## config.mk

```make
export PLATFORM = sky130hd
export DESIGN_NAME = vf_route_cap
export DESIGN_NICKNAME = d
export VERILOG_FILES = /design/src/rtl/vfr_pkg.sv /design/src/rtl/vfr_regs.sv /design/src/rtl/vfr_fwd.sv /design/src/rtl/vfr_rev.sv /design/src/rtl/vf_route_cap.sv
export SDC_FILE = /design/constraint.sdc
export NUM_CORES = 1
export LEC_CHECK = 0
export ABC_CLOCK_PERIOD_IN_PS = 2300
export CAP_MARGIN = 20
export CELL_PAD_IN_SITES_DETAIL_PLACEMENT = 2
export CELL_PAD_IN_SITES_GLOBAL_PLACEMENT = 2
export CORE_ASPECT_RATIO = 1.4
export CORE_MARGIN = 2
export CORE_UTILIZATION = 35
export DETAILED_ROUTE_END_ITERATION = 6
export DONT_BUFFER_PORTS = 1
export PLACE_DENSITY = 0.84
export SYNTH_ARGS = -nofsm -noshare
export SYNTH_HDL_FRONTEND = slang
export SYNTH_HIERARCHICAL = 1
export SYNTH_SLANG_ARGS = --single-unit
```

## constraint.sdc

```tcl
create_clock -name clk -period 2.3 [get_ports clk]
set_input_delay 0.23 -clock clk [delete_from_list [all_inputs] [get_ports clk]]
set_output_delay 0.23 -clock clk [all_outputs]
set_load 0.005 [all_outputs]
```

## src/rtl/vfr_pkg.sv

```systemverilog
package vfr_pkg;
    localparam int RID_W  = 16;
    localparam int CFG_AW = 4;

    localparam logic [CFG_AW-1:0] DW_HDR   = 4'd0;
    localparam logic [CFG_AW-1:0] DW_CTRL  = 4'd2;
    localparam logic [CFG_AW-1:0] DW_VFCNT = 4'd3;
    localparam logic [CFG_AW-1:0] DW_NUM   = 4'd4;
    localparam logic [CFG_AW-1:0] DW_RIDMAP= 4'd5;
    localparam logic [CFG_AW-1:0] DW_DEVID = 4'd6;
    localparam logic [CFG_AW-1:0] DW_PGCAP = 4'd7;
    localparam logic [CFG_AW-1:0] DW_PGSEL = 4'd8;

    localparam logic [15:0] CAP_ID  = 16'h0010;
    localparam logic [3:0]  CAP_VER = 4'h1;

    localparam int CB_EN  = 0;
    localparam int CB_MSE = 3;
    localparam int CB_ARI = 4;
endpackage

```

## src/rtl/vfr_regs.sv

```systemverilog
module vfr_regs
    import vfr_pkg::*;
#(
    parameter int          TOTAL_VFS   = 64,
    parameter int          INITIAL_VFS = 16,
    parameter logic [15:0] FIRST_OFS   = 16'h0100,
    parameter logic [15:0] STRIDE      = 16'h0001,
    parameter logic [15:0] VF_DEVID    = 16'h10CA,
    parameter logic [31:0] PAGE_SIZES  = 32'h0000_0553
) (
    input  logic              clk,
    input  logic              rst_n,
    input  logic              cfg_we,
    input  logic [CFG_AW-1:0] cfg_addr,
    input  logic [3:0]        cfg_be,
    input  logic [31:0]       cfg_wdata,
    output logic [31:0]       cfg_rdata,
    output logic              vf_en,
    output logic              ari_mode,
    output logic [15:0]       num_vfs
);
    localparam logic [15:0] TOTAL_W = 16'(TOTAL_VFS);
    localparam logic [15:0] INIT_W  = 16'(INITIAL_VFS);

    logic        en_q, mse_q, ari_q;
    logic [15:0] num_q;
    logic [31:0] pgsel_q;
    logic [15:0] num_merge;

    always_comb begin
        num_merge[15:8] = cfg_be[1] ? cfg_wdata[15:8] : num_q[15:8];
        num_merge[7:0]  = cfg_be[0] ? cfg_wdata[7:0]  : num_q[7:0];
    end

    always_ff @(posedge clk or negedge rst_n) begin
        if (!rst_n) begin
            en_q    <= 1'b0;
            mse_q   <= 1'b0;
            ari_q   <= 1'b0;
            num_q   <= '0;
            pgsel_q <= 32'h1;
        end else if (cfg_we) begin
            if (cfg_addr == DW_CTRL && cfg_be[0]) begin
                en_q  <= cfg_wdata[CB_EN];
                mse_q <= cfg_wdata[CB_MSE];
                ari_q <= cfg_wdata[CB_ARI];
            end
            if (cfg_addr == DW_NUM && (|cfg_be[1:0]) && !en_q)
                num_q <= (num_merge > TOTAL_W) ? TOTAL_W : num_merge;
            if (cfg_addr == DW_PGSEL) begin
                for (int b = 0; b < 4; b++)
                    if (cfg_be[b]) pgsel_q[8*b +: 8] <= cfg_wdata[8*b +: 8];
            end
        end
    end

    always_comb begin
        cfg_rdata = '0;
        case (cfg_addr)
            DW_HDR:    cfg_rdata = {12'h000, CAP_VER, CAP_ID};
            DW_CTRL: begin
                cfg_rdata[CB_EN]  = en_q;
                cfg_rdata[CB_MSE] = mse_q;
                cfg_rdata[CB_ARI] = ari_q;
            end
            DW_VFCNT:  cfg_rdata = {TOTAL_W, INIT_W};
            DW_NUM:    cfg_rdata = {16'h0000, num_q};
            DW_RIDMAP: cfg_rdata = {STRIDE, FIRST_OFS};
            DW_DEVID:  cfg_rdata = {VF_DEVID, 16'h0000};
            DW_PGCAP:  cfg_rdata = PAGE_SIZES;
            DW_PGSEL:  cfg_rdata = pgsel_q;
            default:   cfg_rdata = '0;
        endcase
    end

    assign vf_en    = en_q;
    assign ari_mode = ari_q;
    assign num_vfs  = num_q;

    // count frozen while enabled
    p_num_lock_r4: assert property (@(posedge clk) disable iff (!rst_n)
        en_q |=> $stable(num_q));
    // count never exceeds the total
    p_num_cap_r5: assert property (@(posedge clk) disable iff (!rst_n)
        num_q <= TOTAL_W);
endmodule

```

## src/rtl/vfr_fwd.sv

```systemverilog
module vfr_fwd #(
    parameter logic [15:0] PF_RID    = 16'h0200,
    parameter logic [15:0] FIRST_OFS = 16'h0100,
    parameter logic [15:0] STRIDE    = 16'h0001,
    parameter int          IDX_W     = 6
) (
    input  logic             clk,
    input  logic             rst_n,
    input  logic             fwd_req,
    input  logic [IDX_W-1:0] fwd_idx,
    input  logic             vf_en,
    input  logic [15:0]      num_vfs,
    output logic             fwd_ok,
    output logic [15:0]      fwd_rid
);
    localparam logic [15:0] BASE = PF_RID + FIRST_OFS;

    logic [15:0] idx16;
    logic [15:0] rid_n;

    assign idx16 = 16'(fwd_idx);
    assign rid_n = BASE + idx16 * STRIDE;

    always_ff @(posedge clk or negedge rst_n) begin
        if (!rst_n) begin
            fwd_ok  <= 1'b0;
            fwd_rid <= '0;
        end else begin
            fwd_ok <= fwd_req && vf_en && (idx16 < num_vfs);
            if (fwd_req) fwd_rid <= rid_n;
        end
    end

    // no live answer while disabled
    p_fwd_gate_r8: assert property (@(posedge clk) disable iff (!rst_n)
        (fwd_req && !vf_en) |=> !fwd_ok);
    // index at or past the count is never live
    p_fwd_bound_r8: assert property (@(posedge clk) disable iff (!rst_n)
        (fwd_req && (idx16 >= num_vfs)) |=> !fwd_ok);
endmodule

```

## src/rtl/vfr_rev.sv

```systemverilog
module vfr_rev #(
    parameter logic [15:0] PF_RID    = 16'h0200,
    parameter logic [15:0] FIRST_OFS = 16'h0100,
    parameter logic [15:0] STRIDE    = 16'h0001,
    parameter int          IDX_W     = 6
) (
    input  logic             clk,
    input  logic             rst_n,
    input  logic             lk_valid,
    input  logic [15:0]      lk_rid,
    input  logic             vf_en,
    input  logic             ari_mode,
    input  logic [15:0]      num_vfs,
    output logic             lk_done,
    output logic             lk_hit,
    output logic [IDX_W-1:0] lk_idx,
    output logic [7:0]       lk_bus,
    output logic [4:0]       lk_dev,
    output logic [7:0]       lk_func
);
    localparam logic [17:0] BASE = 18'(PF_RID) + 18'(FIRST_OFS);

    logic        below;
    logic [15:0] d16;
    logic [15:0] quo;
    logic        aligned;
    logic        hit_n;

    assign below = {2'b00, lk_rid} < BASE;
    assign d16   = lk_rid - BASE[15:0];

    generate
        if (STRIDE == 16'd0) begin : g_zero
            assign quo     = '0;
            assign aligned = (d16 == 16'd0);
        end else begin : g_div
            assign quo     = d16 / STRIDE;
            assign aligned = ((d16 % STRIDE) == 16'd0);
        end
    endgenerate

    assign hit_n = vf_en && !below && aligned && (quo < num_vfs);

    always_ff @(posedge clk or negedge rst_n) begin
        if (!rst_n) begin
            lk_done <= 1'b0;
            lk_hit  <= 1'b0;
            lk_idx  <= '0;
            lk_bus  <= '0;
            lk_dev  <= '0;
            lk_func <= '0;
        end else begin
            lk_done <= lk_valid;
            lk_hit  <= lk_valid && hit_n;
            if (lk_valid) begin
                lk_idx  <= hit_n ? quo[IDX_W-1:0] : '0;
                lk_bus  <= lk_rid[15:8];
                lk_dev  <= ari_mode ? 5'd0 : lk_rid[7:3];
                lk_func <= ari_mode ? lk_rid[7:0] : {5'd0, lk_rid[2:0]};
            end
        end
    end

    // result follows request by one cycle
    p_done_lat_r9: assert property (@(posedge clk) disable iff (!rst_n)
        lk_valid |=> lk_done);
    // no hit while disabled
    p_hit_gate_r9: assert property (@(posedge clk) disable iff (!rst_n)
        (lk_valid && !vf_en) |=> !lk_hit);
    // hit index below the count sampled with the request
    p_hit_bound_r9: assert property (@(posedge clk) disable iff (!rst_n)
        lk_valid |=> (!lk_hit || (16'(lk_idx) < $past(num_vfs))));
    // device field cleared in the 8-bit-function layout
    p_ari_dev_r10: assert property (@(posedge clk) disable iff (!rst_n)
        (lk_valid && ari_mode) |=> (lk_dev == 5'd0));
    // classic layout keeps function to three bits
    p_trad_func_r10: assert property (@(posedge clk) disable iff (!rst_n)
        (lk_valid && !ari_mode) |=> (lk_func[7:3] == 5'd0));
endmodule

```

## src/rtl/vf_route_cap.sv

```systemverilog
module vf_route_cap
    import vfr_pkg::*;
#(
    parameter logic [15:0] PF_RID      = 16'h0200,
    parameter logic [15:0] FIRST_OFS   = 16'h0100,
    parameter logic [15:0] STRIDE      = 16'h0001,
    parameter int          TOTAL_VFS   = 64,
    parameter int          INITIAL_VFS = 16,
    parameter logic [15:0] VF_DEVID    = 16'h10CA,
    parameter logic [31:0] PAGE_SIZES  = 32'h0000_0553,
    localparam int         IDX_W       = $clog2(TOTAL_VFS)
) (
    input  logic              clk,
    input  logic              rst_n,
    input  logic              cfg_we,
    input  logic [CFG_AW-1:0] cfg_addr,
    input  logic [3:0]        cfg_be,
    input  logic [31:0]       cfg_wdata,
    output logic [31:0]       cfg_rdata,
    input  logic              fwd_req,
    input  logic [IDX_W-1:0]  fwd_idx,
    output logic              fwd_ok,
    output logic [RID_W-1:0]  fwd_rid,
    input  logic              lk_valid,
    input  logic [RID_W-1:0]  lk_rid,
    output logic              lk_done,
    output logic              lk_hit,
    output logic [IDX_W-1:0]  lk_idx,
    output logic [7:0]        lk_bus,
    output logic [4:0]        lk_dev,
    output logic [7:0]        lk_func
);
    logic        vf_en;
    logic        ari_mode;
    logic [15:0] num_vfs;

    vfr_regs #(
        .TOTAL_VFS(TOTAL_VFS), .INITIAL_VFS(INITIAL_VFS), .FIRST_OFS(FIRST_OFS),
        .STRIDE(STRIDE), .VF_DEVID(VF_DEVID), .PAGE_SIZES(PAGE_SIZES)
    ) u_regs (
        .clk(clk), .rst_n(rst_n), .cfg_we(cfg_we), .cfg_addr(cfg_addr),
        .cfg_be(cfg_be), .cfg_wdata(cfg_wdata), .cfg_rdata(cfg_rdata),
        .vf_en(vf_en), .ari_mode(ari_mode), .num_vfs(num_vfs)
    );

    vfr_fwd #(
        .PF_RID(PF_RID), .FIRST_OFS(FIRST_OFS), .STRIDE(STRIDE), .IDX_W(IDX_W)
    ) u_fwd (
        .clk(clk), .rst_n(rst_n), .fwd_req(fwd_req), .fwd_idx(fwd_idx),
        .vf_en(vf_en), .num_vfs(num_vfs), .fwd_ok(fwd_ok), .fwd_rid(fwd_rid)
    );

    vfr_rev #(
        .PF_RID(PF_RID), .FIRST_OFS(FIRST_OFS), .STRIDE(STRIDE), .IDX_W(IDX_W)
    ) u_rev (
        .clk(clk), .rst_n(rst_n), .lk_valid(lk_valid), .lk_rid(lk_rid),
        .vf_en(vf_en), .ari_mode(ari_mode), .num_vfs(num_vfs),
        .lk_done(lk_done), .lk_hit(lk_hit), .lk_idx(lk_idx),
        .lk_bus(lk_bus), .lk_dev(lk_dev), .lk_func(lk_func)
    );
endmodule

```

=== Word-level counts from Yosys, hierarchy flattened ===
Cells that the tools add are included.

* Register bits after elaboration: 97
* Bits of input ports: 67

* Add/subtract/negate cells: 2
* Magnitude comparators: 4
* Eq/ne operators: 7
* Muxes and demuxes: 10
* Reduce and logical (&&, ||, !) cells: 19

{| class="wikitable"
|+ Operator list
! kind !! number
|-
| $pmux W27 S7 || 1
|-
| $mux W8 || 3
|-
| $eq A4 B3 Y1 const B || 4
|-
| $gt A16 B7 Y1 const B || 1
|-
| $lt A16 B10 Y1 const B || 1
|-
| $lt A16 B16 Y1 || 1
|-
| $lt A6 B16 Y1 || 1
|-
| $mux W16 || 1
|-
| $sub A16 B10 Y16 const B || 1
|-
| $reduce_and A3 Y1 || 4
|-
| $add A10 B6 Y11 const A || 1
|-
| $eq A4 B2 Y1 const B || 2
|-
| $logic_and A1 B1 Y1 || 8
|-
| $pmux W2 S4 || 1
|-
| $mux W6 || 1
|-
| $pmux W2 S3 || 1
|-
| $mux W5 || 1
|-
| $eq A4 B4 Y1 const B || 1
|-
| $logic_not A4 Y1 || 1
|-
| $pmux W1 S4 || 1
|-
| $reduce_and A2 Y1 || 2
|-
| $reduce_or A3 Y1 || 1
|-
| $logic_not A1 Y1 || 2
|-
| $reduce_or A2 Y1 || 1
|}

=== Logic depth before layout (Yosys ltp) ===
Gate-level depths: netlist (run 1).

* Depth in word-level cells: 5
* Depth in mapped cells: 10

=== Cells and area by module ===
The synthesis (run 1) kept the hierarchy.

{| class="wikitable"
|+ Modules (own cells, without submodules)
! module !! times used !! cells an instance !! area an instance (sq um) !! sequential area each (sq um)
|-
| vfr_regs || 1 || 228 || 2543.7 || 1277.5
|-
| vfr_rev || 1 || 156 || 1692.9 || 725.7
|-
| vfr_fwd || 1 || 48 || 509.2 || 200.2
|}

=== Least setup slack after synthesis (run 1) ===
No wires, ideal clock.

* Path kind: input to register
* From: in lk_rid[12]
* To: reg u_rev.lk_idx[0]
* Arrival: 2347 ps
* Required time: 2180 ps
* Path slack: -167 ps
* Cell stages on the path: 10
* Buffers on the path: 0
* Cells stage by stage: or3_4 -> a21oi_2 -> nor3b_1 -> xor2_1 -> ha_1 -> and4_2 -> o2111ai_1 -> o32ai_1 -> nor3_4 -> a31o_1

* Longest elaborated chain between the ends: 5

{| class="wikitable"
|+ Ends and longest elaborated chain
! what !! line !! text
|-
| start, declared || vf_route_cap.sv:25 || <nowiki>input logic [RID_W-1:0] lk_rid,</nowiki>
|-
| parallel branches: the longest is 3 deep, another holds $sub A16 B10 Y16 || n/a ||
|-
| $logic_and A1 B1 Y1 (*) || vfr_rev.sv:42 || <nowiki>assign hit_n = vf_en && !below && aligned && (quo < num_vfs);</nowiki>
|-
| $mux W6 (*) || vfr_rev.sv:56 || <nowiki>lk_idx <= hit_n ? quo[IDX_W-1:0] : '0;</nowiki>
|-
| end signal, assigned || vfr_rev.sv:56 ||
|-
| end, declared || vfr_rev.sv:16 || <nowiki>output logic [IDX_W-1:0] lk_idx,</nowiki>
|}

Mark *: on every way between the ends.
A chain may end at the register's enable or synchronous reset.

=== Worst setup path in the final report (run 1) ===
Same ends and word-level chain as after synthesis.

==> results of run 1 <==
[metrics by stage]
| step | hold slack (ns) | power, W | utilization, % |
|---|---|---|---|
| floorplan | -0.06559 | 0.002412 | - |
| global placement | -0.06375 | 0.002527 | 37.08 |
| detailed placement | -0.06339 | 0.002607 | 37.08 |
| CTS | -0.4368 | 0.004114 | 39.46 |
| global route | 0.004989 | 0.004340 | 39.75 |
| finish | 0.01773 | 0.004091 | 39.75 |
[critical path, cell delays in order]
cell and delay (ns):
or3_4 0.38, a21oi_2 0.14, nor3b_2 0.22, xor2_1 0.19
ha_1 0.26, and4_4 0.16, buf_4 0.13, a22o_4 0.22
nor3_4 0.26, a31o_1 0.21
[flip-flops by register name (all words and copies together), names as in the netlist]
name,flops
u_fwd/fwd_ok,1
u_regs/pgsel_q,32
u_rev/lk_hit,1
u_regs/num_vfs,16
u_rev/lk_done,1
u_rev/lk_func,8
u_rev/lk_idx,6
u_regs/vf_en,1
u_regs/ari_mode,1
u_fwd/fwd_rid,7
u_regs/mse_q,1
u_rev/lk_dev,5
u_rev/lk_bus,8
[routing by layer]
metal / up-vias / part of all wire (%) / wire length (um)
met5: - / 0 / 0
met4: 0 / 1.6 / 219
met3: 14 / 7.4 / 1008
met2: 116 / 57 / 7750
met1: 1688 / 34 / 4723
li1: 1529 / - / -
[power groups by stage]
stage / Clock [W] / Combinational, W / Sequential (W)
after floorplan: 0 / 0.000511 / 0.00190
after global placement: 0 / 0.000558 / 0.00197
after detailed placement: 0 / 0.000615 / 0.00199
after CTS: 0.00152 / 0.000627 / 0.00196
after global routing: 0.00160 / 0.000746 / 0.00200
final: 0.00148 / 0.000656 / 0.00196
[synthesized netlist by cell type, types with 5 or more instances]
library cell | number | share of area [%]
a21oi_1 | 14 | 1.5
a22o_1 | 9 | 1.7
a31o_1 | 6 | 1.1
a32oi_1 | 6 | 1.1
and2_1 | 21 | 2.8
and2b_2 | 7 | 1.3
buf_4 | 9 | 1.4
clkbuf_1 | 12 | 0.95
dfrtp_1 | 87 | 46
ha_1 | 21 | 5.5
inv_1 | 38 | 3.0
mux2_2 | 52 | 12
nand2_1 | 16 | 1.3
nand2b_1 | 6 | 0.79
nand3_1 | 10 | 1.1
nand3b_1 | 5 | 0.79
nor2_1 | 7 | 0.55
nor3b_1 | 8 | 1.3
o21ai_0 | 21 | 2.2
o21ai_1 | 6 | 0.63
xor2_1 | 5 | 0.92
[final cells by class]
type / instances / area [um^2]
Fill cell: 1409 / 8029
Clock inverter: 6 / 68.82
Tap cell: 182 / 227.7
Clock buffer: 10 / 229.0
Multi-Input combinational cell: 285 / 2300
Inverter: 38 / 142.6
Sequential cell: 88 / 2203
Timing Repair Buffer: 13 / 125.1
[cells by family (layout without fill, tap and decap cells)]
logic type               count (synthesis)  after routing  synth area share (%)
flip-flops                              88             88                 46.43
adder cells (fa/ha/maj)                 21             21                 5.536
AND/OR/NAND/NOR                        108            108                 14.82
other                                    1              8               0.07902
AO/OA/AOI/OAI                           90             90                 13.50
XOR/XNOR                                 6              6                 1.107
multiplexers                            52             52                 12.34
buffers and inverters                   66             67                 6.196
[how the worst max path moves through the flow]
stage	end
6_report	u_rev/lk_idx[0]
3_3_place_gp	u_rev/lk_idx[0]
3_5_place_dp	u_rev/lk_idx[4]
4_1_cts	u_rev/lk_idx[4]
5_1_grt	u_rev/lk_idx[4]
2_1_floorplan	u_rev/lk_idx[0]
[layout by cell type (no fill, tap or decap), drive strengths merged, types with 8 or more instances in the layout]
cell type / n
a21oi: 15
a22o: 10
and2: 23
buf: 10
clkbuf: 10
conb: 8
dfrtp: 87
ha: 21
inv: 39
mux2: 52
nand2: 16
nand3: 10
nor3b: 8
o21ai: 27
==> flow_summary.toml, run 1 <==
[run_status]
status = "completed"

[sta]
finalSetupViolCount = 0
skew_ns = 0.004280
slew_viol_final = 0
totalNegativeSetupSlack_ns = 0
rsz0062_at_grt = "false"
relSlewSlack_pct = 33.93
worst_slew_pin_slew_ns = 0.9866
final_hold_viol_count = 0
fin_crit_sh_pct = 92.65
fin_crit_ns = 2.131
fin_ws_ns = 0.1692
fmaxAchievable_mhz = 469.3

[cts]
ctsResizeCount = 0
cts_setup_buffers = 0
clk_latency_ns = 0.34
clkTransAtPathRegs_ns = 0.06
clk_path_buf_depth = 2
h-tree-depth = 3
ctsHoldBuffers = 2
cts-root-buf = "clkbuf_16"
clock-sinks = 88
cts_buffers = 9
cts_tree = "done"

[hold_path]
hold_path_depth = 2
hp-start = "cfg_wdata[4]"
min_to = "u_regs/num_vfs[4]"
hp-class = "input port to flip-flop"

[worst_setup_path]
crit_type = "input port to flip-flop"
r2r-start = "u_regs/num_vfs[13]"
crit_path_start = "lk_rid[12]"
arrival_ns = 2.40
path_max_fanout = 7
cp.required_ns = 2.57
startpoint_type = "input port"
r2r-end = "u_rev/lk_idx[0]"
worstSetupEndpointType = "flip-flop"
reg2regPathDepth = 7
reg2reg_slack_ns = 0.30

[power_and_ir_drop]
vdd_drop_max_v = 0.0004522
seqPwrFrac_pct = 47.9
powerDensity_mw_per_mm2 = 772.4
swShare_pct = 27.98
p_leak_nw = 2.274
clkPwrFrac_pct = 36.1
p_comb_share_pct = 16.0
p_switching_w = 0.001145
p_int_w = 0.002946

[logic_synthesis]
async_reset_ff_share_pct = 100.0
synth_flop_cell = "dfrtp_1"
ys_ff_latch = 88
synth-seq-area-share_pct = 46.43
synthCells = 432
syn_area_per_cell_um2 = 10.99
ys_types = 61
synth-edff-count = 0
yosysWarningCount = 6
synth_area_mm2 = 0.004746

[routing]
wl_per_cell_um = 22.03
drc_errors = 0
antenna_left = 0
wirelength_um = 13700
drt_iter0_drc = 132
drtPass1Iterations = 4
viasPerCell = 5.381
num_vias = 3347

[finish]
diodes = 0
final_layout_size_suffix_gt1_share_pct = 24.32
syn2layout_area_growth_pct = 11.60
stdcell_count = 622
stdcell_area_mm2 = 0.005296
fin_nets = 523

[floorplan]
die_area_mm2 = 0.01452
die_x_um = 102.4
start_util_pct = 35.62
core_area_mm2 = 0.01333
num_rows = 50
ios = 145
die_y_um = 141.8

[global_route]
grt_antenna_before_repair = 0
grtUsageTotal_pct = 19.36
grt_util_met2_pct = 36.70
grt_max_degree = 89
grtUsageMet1_pct = 19.66
grt_most_used_layer = "met2"
grt_first_pass_wirelength_um = 21170
grt-ovfl-total = 0
grt_pass1_vias = 3867
gr-usage-met3_pct = 5.961

[flow_run]
max_cap_viol_count = 0

[place]
placed_area_mm2 = 0.004941
dpl.hpwl_um = 10380
place_ws_ns = -0.1655
gp_congestion = 0.7890
placed_cells = 602
port_buffers = 0
Note: power is estimated with default switching activity, not from simulation.
==> run 2: changes to the inputs <==
--- a/config.mk
+++ b/config.mk
@@ -15,6 +15,7 @@
 export DETAILED_ROUTE_END_ITERATION = 6
 export DONT_BUFFER_PORTS = 1
 export PLACE_DENSITY = 0.84
+export SETUP_SLACK_MARGIN = 0.3
 export SYNTH_ARGS = -nofsm -noshare
 export SYNTH_HDL_FRONTEND = slang
 export SYNTH_HIERARCHICAL = 1
==> run 2 against run 1 <==
Net effect: the run now ends with negative hold slack left; hold slack lost 0.44 ns; core utilization down 0.16 points; clock-buffer cell count stayed put; die area is the same; register-to-register slack got worse by 0.02 ns; maximum frequency is 0.19% lower; clock skew is 0.0034 ns higher; critical endpoint is now u_rev/lk_idx[5]; combinational power decreased by 5.5%; clock power about the same; highest routed layer unchanged.
==> flow_summary.toml, run 2 (synthesized netlist as in run 1, its figures left out) <==
[run_status]
status = "finished with violations"
violations = "negative hold slack"

[routing]
wl_per_cell_um = 21.89
antenna_left = 0
viasPerCell = 5.387
drtPass1Iterations = 4
drt_iter0_drc = 164
drc_errors = 0
wirelength_um = 13570
num_vias = 3340

[worst_setup_path]
crit_cells = 10
path_delay_family = "simple AND/OR/NAND/NOR gates"
path_max_fanout = 7
reg2reg_slack_ns = 0.28
reg2regPathDepth = 7
critPathMaxStageDelay_ns = 0.38
crit_chain = "or3_4 > a21oi_2 > nor3b_2 > xor2_1 > ha_1 > and4_4 > buf_6 > a22o_4 > nor3_4 > a31o_1"
crit_type = "input port to flip-flop"
startpoint_type = "input port"
cp.buffers_inverters = 1
cp.required_ns = 2.57
arrival_ns = 2.41
cp_slowest_cell = "or3_4"
worstSetupEndpointType = "flip-flop"

[cts]
ctsHoldBuffers = 2
h-tree-depth = 3
clock-sinks = 88
clk_latency_ns = 0.34
clkTransAtPathRegs_ns = 0.06
cts_buffers = 9
cts_tree = "done"
cts-root-buf = "clkbuf_16"
clk_path_buf_depth = 2

[sta]
slew_viol_final = 0
final_hold_viol_count = 88
rsz0062_at_grt = "true"
totalNegativeSetupSlack_ns = 0
fin_crit_sh_pct = 92.82
relSlewSlack_pct = 30.96
fmaxAchievable_mhz = 468.4
skew_ns = 0.007641
finalSetupViolCount = 0
hold_slack_ns = -0.4209
fin_crit_ns = 2.135
worst_slew_pin_slew_ns = 1.031

[finish]
mostFrequentLayoutCell = "dfrtp_1"
syn2layout_area_growth_pct = 11.15
stdcell_count = 620
regMostFlops = "u_regs/pgsel_q"
final_layout_size_suffix_gt1_share_pct = 24.20
fin_nets = 521
largest_reg_flops = 32
layout_common_cells = "87 x dfrtp_1, 52 x mux2_2, 38 x inv_1"
diodes = 0

[global_route]
grt_antenna_before_repair = 0
grt_util_met2_pct = 36.70
grtUsageTotal_pct = 19.36
grt_most_used_layer = "met2"
grt_max_degree = 89
grt-ovfl-total = 0
grt_first_pass_wirelength_um = 21170
gr-usage-met3_pct = 5.961
grtUsageMet1_pct = 19.66
grt_pass1_vias = 3868

[floorplan]
num_rows = 50
ios = 145
die_y_um = 141.8
core_area_mm2 = 0.01333
start_util_pct = 35.62
die_area_mm2 = 0.01452
die_x_um = 102.4

[power_and_ir_drop]
p_leak_nw = 2.260
powerDensity_mw_per_mm2 = 769.1
vdd_drop_max_v = 0.0004533

[flow_run]
max_cap_viol_count = 0

[place]
placed_cells = 602
dpl.hpwl_um = 10380
gp_congestion = 0.7890
port_buffers = 0

[hold_path]
hp-class = "input port to async pin"
run 2: final timing paths:
path,start,endpoint
setup / recovery,lk_rid[12],u_rev/lk_idx[5]
hold / removal,rst_n,u_rev/lk_bus[2]
setup reg to reg,u_regs/num_vfs[13],u_rev/lk_idx[5]
hold reg to reg,u_regs/pgsel_q[31],u_regs/pgsel_q[31]
max in group asynchronous,rst_n,u_regs/pgsel_q[0]
min in group clk,cfg_wdata[4],u_regs/num_vfs[4]
run 2: layout make-up:
type                            count  area, um^2
Multi-Input combinational cell    285        2312
Clock inverter                      6       68.82
Sequential cell                    88        2203
Fill cell                        1409        8050
Clock buffer                       10       229.0
Timing Repair Buffer               11       91.34
Tap cell                          182       227.7
Inverter                           38       142.6
run 2: power by group:
part	leakage (nW)	switching (W)	total (W)	internal (W)
Clock	0.131	0.000631	0.00148	0.000846
Sequential	1.12	0.000192	0.00196	0.00177
Combinational	1.01	0.000293	0.000620	0.000327
run 2: metrics by stage:
step	instance area [um^2]	hold slack, ns	total power [W]	worst slack [ns]	util, %
final	5275	-0.4209	0.004057	0.1651	39.59
after CTS	5263	-0.4368	0.004114	0.2100	39.49
after global routing	5275	-0.4455	0.004301	0.1104	39.59
after floorplan	4792	-0.06559	0.002412	-0.01975	-
after global placement	4941	-0.06375	0.002527	-0.04283	37.08
after detailed placement	4941	-0.06339	0.002607	-0.1655	37.08
run 2: worst register-to-register path, stage by stage, from the launching register on:
cell and delay (ns):
dfrtp_1 0.48, inv_1 0.11, ha_1 0.34, and4_4 0.20
buf_6 0.11, a22o_4 0.21, nor3_4 0.30, a31o_1 0.20
run 2: what timing repair did:
action,in CTS,in global routing
buffers inserted,0,0
setup endpoints to repair,7,14
hold endpoints to repair,99,88
pin swaps,3,1
resized for setup,1,1
run 2: layer usage:
layer | routed length [um] | vias up
met1 | 4683 | 1684
met3 | 952 | 16
met5 | 0 | -
met4 | 261 | 0
met2 | 7677 | 116
li1 | - | 1524
